**src/rtl/alu8_pkg.sv**
```systemverilog
package alu8_pkg;
  localparam int DW = 8;

  typedef enum logic [3:0] {
    OP_ADD = 4'd0,
    OP_ADC = 4'd1,
    OP_SUB = 4'd2,
    OP_SBB = 4'd3,
    OP_AND = 4'd4,
    OP_OR  = 4'd5,
    OP_XOR = 4'd6,
    OP_CMP = 4'd7,
    OP_INC = 4'd8,
    OP_DEC = 4'd9
  } alu_op_e;

  typedef struct packed {
    logic s;
    logic z;
    logic k5;
    logic ac;
    logic k3;
    logic p;
    logic k1;
    logic cy;
  } flags_t;

  localparam logic [7:0] FLAGS_RST = 8'h02;

  function automatic logic even_ones(input logic [DW-1:0] v);
    return ~^v;
  endfunction

  function automatic flags_t pack_flags(input logic [DW-1:0] res,
                                        input logic ac, input logic cy);
    flags_t f;
    f.s  = res[DW-1];
    f.z  = (res == '0);
    f.k5 = 1'b0;
    f.ac = ac;
    f.k3 = 1'b0;
    f.p  = even_ones(res);
    f.k1 = 1'b1;
    f.cy = cy;
    return f;
  endfunction
endpackage

```
**src/rtl/alu8_arith.sv**
```systemverilog
module alu8_arith #(
  parameter int W = 8
) (
  input  logic [W-1:0] a,
  input  logic [W-1:0] b,
  input  logic         cin,
  input  logic         sub,
  output logic [W-1:0] sum,
  output logic         cout,
  output logic         half
);
  localparam int H  = W / 2;
  localparam int HU = W - H;

  logic [W-1:0] b_eff;
  logic         c_eff;
  logic [H:0]   lo;
  logic [HU:0]  hi;

  function automatic logic [H:0] lo_add(input logic [H-1:0] x,
                                        input logic [H-1:0] y,
                                        input logic c);
    return {1'b0, x} + {1'b0, y} + {{H{1'b0}}, c};
  endfunction

  function automatic logic [HU:0] hi_add(input logic [HU-1:0] x,
                                         input logic [HU-1:0] y,
                                         input logic c);
    return {1'b0, x} + {1'b0, y} + {{HU{1'b0}}, c};
  endfunction

  always_comb begin
    b_eff = sub ? ~b : b;
    c_eff = sub ? ~cin : cin;
    lo    = lo_add(a[H-1:0], b_eff[H-1:0], c_eff);
    hi    = hi_add(a[W-1:H], b_eff[W-1:H], lo[H]);
    sum   = {hi[HU-1:0], lo[H-1:0]};
    cout  = hi[HU] ^ sub;
    half  = lo[H] ^ sub;
  end
endmodule

```
**src/rtl/alu8_logic.sv**
```systemverilog
module alu8_logic
  import alu8_pkg::*;
#(
  parameter int W = 8
) (
  input  logic [W-1:0] a,
  input  logic [W-1:0] b,
  input  alu_op_e      op,
  output logic [W-1:0] y
);
  always_comb begin
    case (op)
      OP_AND:  y = a & b;
      OP_OR:   y = a | b;
      OP_XOR:  y = a ^ b;
      default: y = '0;
    endcase
  end
endmodule

```
**src/rtl/alu8_flagreg.sv**
```systemverilog
module alu8_flagreg #(
  parameter int          W   = 8,
  parameter logic [W-1:0] RST = '0
) (
  input  logic         clk,
  input  logic         rst_n,
  input  logic         we,
  input  logic [W-1:0] d,
  output logic [W-1:0] q
);
  always_ff @(posedge clk or negedge rst_n) begin
    if (!rst_n)  q <= RST;
    else if (we) q <= d;
  end
endmodule

```
**src/rtl/alu8_core.sv**
```systemverilog
module alu8_core
  import alu8_pkg::*;
(
  input  logic       clk,
  input  logic       rst_n,
  input  logic [7:0] acc_i,
  input  logic [7:0] opnd_i,
  input  logic [3:0] op_i,
  input  logic       cy_i,
  input  logic       flag_we_i,
  output logic [7:0] result_o,
  output logic       dest_wr_o,
  output logic [7:0] flags_next_o,
  output logic [7:0] flags_o
);
  alu_op_e        op;
  logic [DW-1:0]  ar_a, ar_b, ar_sum, lg_y;
  logic           ar_cin, ar_sub;
  logic           carry_out, half_carry;
  logic           is_arith, is_logic, is_step, is_known;
  flags_t         fn;

  assign op = alu_op_e'(op_i);

  always_comb begin
    ar_a   = acc_i;
    ar_b   = opnd_i;
    ar_cin = 1'b0;
    ar_sub = 1'b0;
    case (op)
      OP_ADC:         ar_cin = cy_i;
      OP_SUB, OP_CMP: ar_sub = 1'b1;
      OP_SBB: begin ar_sub = 1'b1; ar_cin = cy_i; end
      OP_INC: begin ar_a = opnd_i; ar_b = '0; ar_cin = 1'b1; end
      OP_DEC: begin ar_a = opnd_i; ar_b = '0; ar_cin = 1'b1; ar_sub = 1'b1; end
      default: ;
    endcase
  end

  alu8_arith #(.W(DW)) u_arith (
    .a(ar_a), .b(ar_b), .cin(ar_cin), .sub(ar_sub),
    .sum(ar_sum), .cout(carry_out), .half(half_carry)
  );

  alu8_logic #(.W(DW)) u_logic (
    .a(acc_i), .b(opnd_i), .op(op), .y(lg_y)
  );

  always_comb begin
    is_logic = (op == OP_AND) || (op == OP_OR) || (op == OP_XOR);
    is_step  = (op == OP_INC) || (op == OP_DEC);
    is_arith = (op_i <= 4'd3) || (op == OP_CMP) || is_step;
    is_known = is_arith || is_logic;

    if (is_logic)      result_o = lg_y;
    else if (is_arith) result_o = ar_sum;
    else               result_o = acc_i;

    dest_wr_o = is_known && (op != OP_CMP);

    if (is_logic)     fn = pack_flags(result_o, op == OP_AND, 1'b0);
    else if (is_step) fn = pack_flags(result_o, half_carry, cy_i);
    else              fn = pack_flags(result_o, half_carry, carry_out);

    flags_next_o = is_known ? fn : flags_o;
  end

  alu8_flagreg #(.W(8), .RST(FLAGS_RST)) u_flags (
    .clk(clk), .rst_n(rst_n), .we(flag_we_i),
    .d(flags_next_o), .q(flags_o)
  );
endmodule

```
**config.mk**
```make
export PLATFORM = sky130hd
export DESIGN_NAME = alu8_core
export DESIGN_NICKNAME = d
export VERILOG_FILES = /design/src/rtl/alu8_pkg.sv /design/src/rtl/alu8_arith.sv /design/src/rtl/alu8_logic.sv /design/src/rtl/alu8_flagreg.sv /design/src/rtl/alu8_core.sv
export SDC_FILE = /design/constraint.sdc
export NUM_CORES = 1
export LEC_CHECK = 0
export BUFFER_PORTS_ARGS = -buffer_cell sky130_fd_sc_hd__buf_2
export CAP_MARGIN = 20
export CORE_MARGIN = 1
export CORE_UTILIZATION = 50
export CTS_CLUSTER_SIZE = 25
export DETAILED_ROUTE_END_ITERATION = 8
export HOLD_SLACK_MARGIN = 0.08
export PLACE_DENSITY = 0.83
export SLEW_MARGIN = 5
export SYNTH_ARGS = -nofsm -noshare
export SYNTH_HDL_FRONTEND = slang
export SYNTH_SLANG_ARGS = --single-unit
export TNS_END_PERCENT = 50
```
**constraint.sdc**
```tcl
create_clock -name clk -period 11.1 [get_ports clk]
set_input_delay 0 -clock clk [delete_from_list [all_inputs] [get_ports clk]]
set_output_delay 0 -clock clk [all_outputs]
set_load 0.05 [all_outputs]
```
## Word-level counts from Yosys, hierarchy flattened

Cells that the tools add are included.

| cells by class | value |
|---|---|
| add/sub/neg operators | 4 |
| magnitude comparators | 1 |
| eq/ne operators | 10 |
| mux-type cells | 12 |
| bitwise gates (word level) | 7 |
| reduce and logical (&&, ||, !) cells | 12 |

Operators with widths:

| operator | count |
|---|---|
| 2-to-1 mux 8 bit | 6 |
| one-hot mux 8 bit (3 select lines) | 1 |
| == test 4 x 3 -> 1 bit, second input constant | 4 |
| adder 4 x 4 -> 5 bit | 2 |
| adder 5 x 1 -> 5 bit | 2 |
| bitwise AND 8 bit | 1 |
| == test 4 x 2 -> 1 bit, second input constant | 2 |
| == test 4 bit, second input constant | 2 |
| zero test 8 bit | 1 |
| inverter 8 bit | 1 |
| bitwise OR 8 bit | 1 |
| XNOR reduction 8 bit | 1 |
| bitwise XOR 8 bit | 1 |
| logical OR 1 bit | 6 |
| 2-to-1 mux 5 bit | 1 |
| == test 4 x 1 -> 1 bit, second input constant | 1 |
| <= comparator 4 x 2 -> 1 bit, second input constant | 1 |
| != test 4 x 3 -> 1 bit, second input constant | 1 |
| OR reduction 2 bit | 2 |
| OR reduction 4 bit | 1 |
| 2-to-1 mux 1 bit | 3 |
| one-hot mux 1 bit (2 select lines) | 1 |
| bitwise XOR 1 bit | 2 |
| logical AND 1 bit | 1 |
| inverter 1 bit | 1 |

| word-level totals | value |
|---|---|
| bits in registers | 8 |
| logic and storage cells | 47 |

## Depth between registers and ports, before layout

| logic depth | value |
|---|---|
| depth after elaboration | 13 |
| mapped depth | 20 |

## Cells and area by module

From an unflattened synthesis, not the netlist that was laid out.

| second synthesis, totals | value |
|---|---|
| cells, all modules | 235 |
| area total of the unflattened synthesis | 1949.4 µm² |

By module, submodules not included:

| module | times used | cells each | area an instance (µm²) | seq. area each (µm²) |
|---|---|---|---|---|
| alu8_core | 1 | 113 | 778.2 | 0.0 |
| alu8_logic | 1 | 60 | 445.4 | 0.0 |
| alu8_arith | 1 | 45 | 392.9 | 0.0 |
| alu8_flagreg | 1 | 17 | 332.8 | 201.4 |

## Worst setup path before layout

No wires, ideal clock.

| timing path | value |
|---|---|
| kind | input -> output |
| start | input op_i[3] |
| end | output flags_next_o[6] |
| data arrival time | 4.512 ns |
| data required time | 11.100 ns |
| setup slack | 6.588 ns |
| stages on the path | 16 |
| path through | buf_6 buf_2 nand2_1 clkbuf_1 o21ai_0 fa_1 fa_1 a21o_1 a21oi_1 fa_1 inv_1 fa_1 a221oi_1 ha_1 nand4_1 o21ai_0 |

| on the way | value |
|---|---|
| word-level cells in the longest chain between the ends | 12 |
| elaborated cells between the ends (all ways) | 36 |
| classes of those cells | 4 x add/sub; 1 x order compare; 9 x eq/ne; 10 x mux; 2 x bitwise; 10 x reduce/logical |

Ends and longest elaborated chain:

| element | RTL line | text |
|---|---|---|
| from (decl) | alu8_core.sv:8 | `input logic [3:0] op_i,` |
| == test 4 bit | alu8_core.sv:30, alu8_core.sv:51 |  |
| OR reduction 2 bit (no source line) | - |  |
| 2-to-1 mux 8 bit | alu8_core.sv:30 | `case (op)` |
| inverter 8 bit | alu8_arith.sv:33 | `b_eff = sub ? ~b : b;` |
| 2-to-1 mux 8 bit | alu8_arith.sv:33 |  |
| adder 4 x 4 -> 5 bit | alu8_arith.sv:23 | `return {1'b0, x} + {1'b0, y} + {{H{1'b0}}, c};` |
| adder 5 x 1 -> 5 bit | alu8_arith.sv:23 |  |
| adder 5 x 1 -> 5 bit | alu8_arith.sv:29 | `return {1'b0, x} + {1'b0, y} + {{HU{1'b0}}, c};` |
| 2-to-1 mux 8 bit | alu8_core.sv:56 | `else if (is_arith) result_o = ar_sum;` |
| 2-to-1 mux 8 bit | alu8_core.sv:55 | `if (is_logic) result_o = lg_y;` |
| zero test 8 bit | alu8_pkg.sv:38 | `f.z = (res == '0);` |
| 2-to-1 mux 8 bit * | alu8_core.sv:65 | `flags_next_o = is_known ? fn : flags_o;` |
| to (decl) | alu8_core.sv:13 | `output logic [7:0] flags_next_o,` |

Every way passes the cells marked *; elsewhere a longest branch is shown, timed or not.

## Worst setup path in the final report

| timing path | value |
|---|---|
| start | input op_i[0] |
| end | output flags_next_o[2] |

| on the way | value |
|---|---|
| word-level cells in the longest chain between the ends | 13 |
| elaborated cells between the ends (all ways) | 37 |
| classes of those cells | 4 x add/sub; 1 x order compare; 9 x eq/ne; 11 x mux; 2 x bitwise; 10 x reduce/logical |

Ends and longest elaborated chain:

| element | RTL line | text |
|---|---|---|
| == test 4 bit | alu8_core.sv:30, alu8_core.sv:51 |  |
| OR reduction 2 bit (no source line) | - |  |
| 2-to-1 mux 8 bit | alu8_core.sv:30 |  |
| inverter 8 bit | alu8_arith.sv:33 |  |
| 2-to-1 mux 8 bit | alu8_arith.sv:33 |  |
| adder 4 x 4 -> 5 bit | alu8_arith.sv:23 |  |
| adder 5 x 1 -> 5 bit | alu8_arith.sv:23 |  |
| adder 5 x 1 -> 5 bit | alu8_arith.sv:29 |  |
| 2-to-1 mux 8 bit | alu8_core.sv:56 |  |
| 2-to-1 mux 8 bit | alu8_core.sv:55 |  |
| XNOR reduction 8 bit | alu8_pkg.sv:31 | `return ~^v;` |
| 2-to-1 mux 5 bit | alu8_core.sv:61 | `if (is_logic) fn = pack_flags(result_o, op == OP_AND, 1'b0);` |
| 2-to-1 mux 8 bit * | alu8_core.sv:65 |  |

Marked as above.

==> impl_metrics.toml <==
[timing]
hold_violations = 0
hold_ws_ns = 0.140
finClkSkew_ns = 0
finalCritPeriodShare_pct = 47.4
setup_viol = 0
tightest_slew_ns = 1.10
max_freq_mhz = 190
drv_slew = 0
setup_tns_ns = 0
period_minus_slack_ns = 5.26
slew-limit-headroom_pct = 26.4
rsz0062_at_grt = "false"

[clocking]
cts-root-buf = "clkbuf_4"
postCtsResizedCells = 0
cts.sinks = 8
clk_pin_slew_ns = 0.06
cts_buffer_depth = 2
cts_buffers = 3
clk_latency_ns = 0.26
h-tree-depth = 1
post_cts_buffers = 0
cts_tree = "built"

[floorplanning]
die_y_microns = 59.9
die_w_microns = 59.9
core_area_sq_um = 3100
initial_core_util_pct = 54.0
dieArea_sq_um = 3580
ioPinCount = 49
std_cell_rows = 20

[layout]
fillers = 303
n_antenna_cell = 0
drive_gt1_share_pct = 22.8
design_area_sq_um = 1950
largest_reg_flops = 8
nNetsFinal = 322
reg.largest.list = "u_flags.q x8"
syn_to_final_growth_pct = 16.7
top_register = "u_flags.q"
fin_cells = 311

[grt]
grt_overflow = 0
grt_pass1_wl_microns = 6160
antenna_found_initial = 0
grt_pass1_vias = 1367
grt_start_max_net_pins = 27
track_usage_pct = 22.4

[drt]
ant_nets = 0
routedWlPerCell_microns = 12.5
drc = 0
num_vias = 1638
dr.pass1.iters = 5
wl_microns = 3870
drtIter0Drc = 123
avgViaCountPerCell = 5.27

[worst_setup_path]
worstSetupPathType = "in2out"
worstPathMaxFanout = 24
crit_arrival_ns = 5.26
cp-start-kind = "primary input"
crit_path_end_kind = "output pin"
required_ns = 11.10

[yosys]
synthTopCellsByArea = "ha_1 19%, nand2_1 11%, dfrtp_1 10%"
syn_inst = 225
synthArstFlopShare_pct = 100
synth_nets = 279
ys_seq_area_share_pct = 12.0
synth_ff_type = "dfrtp_1"
yosysWarnings = 0
synth_top_area_cell = "ha_1"
ys_ff_latch = 8
synth_edf_count = 0
synth_cell_type_count = 46
syn_area_sq_um = 1670
syn_area_per_cell_sq_um = 7.44
synth_top_cell_area_share_pct = 19.4

[placed_design]
port_buffers = 48
gp_congestion = 0.868
dp_cells = 305
dpl-instance-area_sq_um = 1910
dp_hpwl_microns = 3040

[pwr]
leakage_nw = 1.06
power_density_nw_per_um2 = 137
vdd_ir_drop_max_v = 0.0000928
p_total_uw = 267

[run_status]
status = "finished, final reports clean"

[run]
drv_cap = 0

[hold_path]
hold_path_class = "in2async"
layout by cell type (no fill, tap or decap), types with 7 or more instances in the layout:
master,instances
ha_1,26
o21ai_0,14
a21oi_1,8
nor2_1,9
nand2_1,47
dfrtp_1,7
xnor2_1,9
xor2_1,8
buf_2,48
inv_1,27
layout make-up:
cell class	count	area (sq um)	area share, %
Multi-Input combinational cell	177	1300	66.6
Timing Repair Buffer	51	268	13.7
Sequential cell	8	201	10.3
Inverter	27	101	5.19
Tap cell	44	55.1	2.82
Clock buffer	4	26.3	1.35
critical path: stages:
cell and delay [ns]:
buf_2 0.25, and3b_1 0.28, a311oi_2 0.93, xor2_1 0.20, fa_1 0.48, fa_1 0.42
a21o_1 0.17, a21oi_1 0.32, fa_1 0.26, inv_1 0.05, fa_1 0.41, xnor2_1 0.15
o2111a_1 0.25, ha_1 0.30, xnor2_1 0.21, xnor2_1 0.16, nand2_1 0.07, nand2_1 0.08
buf_2 0.25
power by group:
group          total, mW  switching [mW]  internal [mW]
registers         0.0378         0.00376         0.0340
clock network     0.0250          0.0112         0.0138
logic              0.205           0.137         0.0672
total              0.267           0.152          0.115
metrics by stage:
stage                     setup slack, ns  utilization (%)
final                                5.84             62.9
after global routing                 5.47             62.9
after CTS                            5.85             62.9
after detailed placement             5.86             61.5
after global placement               6.09             61.5
after floorplan                      6.59                -
cell usage after synthesis, types with 4 or more instances:
library cell,count
nand2_1,47
inv_1,27
ha_1,26
o21ai_0,14
nor2_1,9
xnor2_1,9
a21oi_1,8
xor2_1,8
clkbuf_1,7
dfrtp_1,7
a21o_1,5
and2_1,5
o211ai_1,5
fa_1,4
kinds of logic (layout without fill, tap and decap cells):
group | count (synthesis) | after routing | synth area share, %
xor gates and xnor gates | 17 | 17 | 8.89
muxes | 3 | 3 | 1.87
AOI/OAI and AO/OA | 48 | 48 | 20.0
and+or+nand+nor | 79 | 79 | 22.7
buffers and inverters | 40 | 82 | 10.2
DFF | 8 | 8 | 12.0
adders and majority gates | 30 | 30 | 24.2
layer usage:
metal / routed length (microns) / part of all wire [%] / vias up / track usage (%)
li1: - / - / 845 / -
met1: 1780 / 46 / 733 / 31.8
met2: 1810 / 47 / 54 / 35.7
met3: 212 / 5.5 / 6 / 3.90
met4: 65 / 1.7 / 0 / 4.32
met5: 0 / 0 / - / 0
worst paths after layout:
| path | cells past startpoint | slack, ns | start | to |
|---|---|---|---|---|
| worst max-delay path | 19 | 5.84 | op_i[0] | flags_next_o[2] |
| worst min-delay path | 2 | 0.14 | rst_n | u_flags.q[7]$_DFFE_PN0P_ |
| max in group asynchronous | 2 | 10.72 | rst_n | u_flags.q[1]$_DFFE_PN1P_ |
| worst min register to register | 1 | 0.50 | u_flags.q[3]$_DFFE_PN0P_ | u_flags.q[3]$_DFFE_PN0P_ |
| min in group clk | 4 | 0.30 | cy_i | u_flags.q[0]$_DFFE_PN0P_ |
| worst max register to register | 1 | 10.32 | u_flags.q[2]$_DFFE_PN0P_ | u_flags.q[2]$_DFFE_PN0P_ |
what timing repair did:
action,4_1_cts,5_1_grt
hold endpoints to repair,9,0
setup endpoints to repair,0,0
hold buffers,2,0
Power figures use the tool's default switching activity.
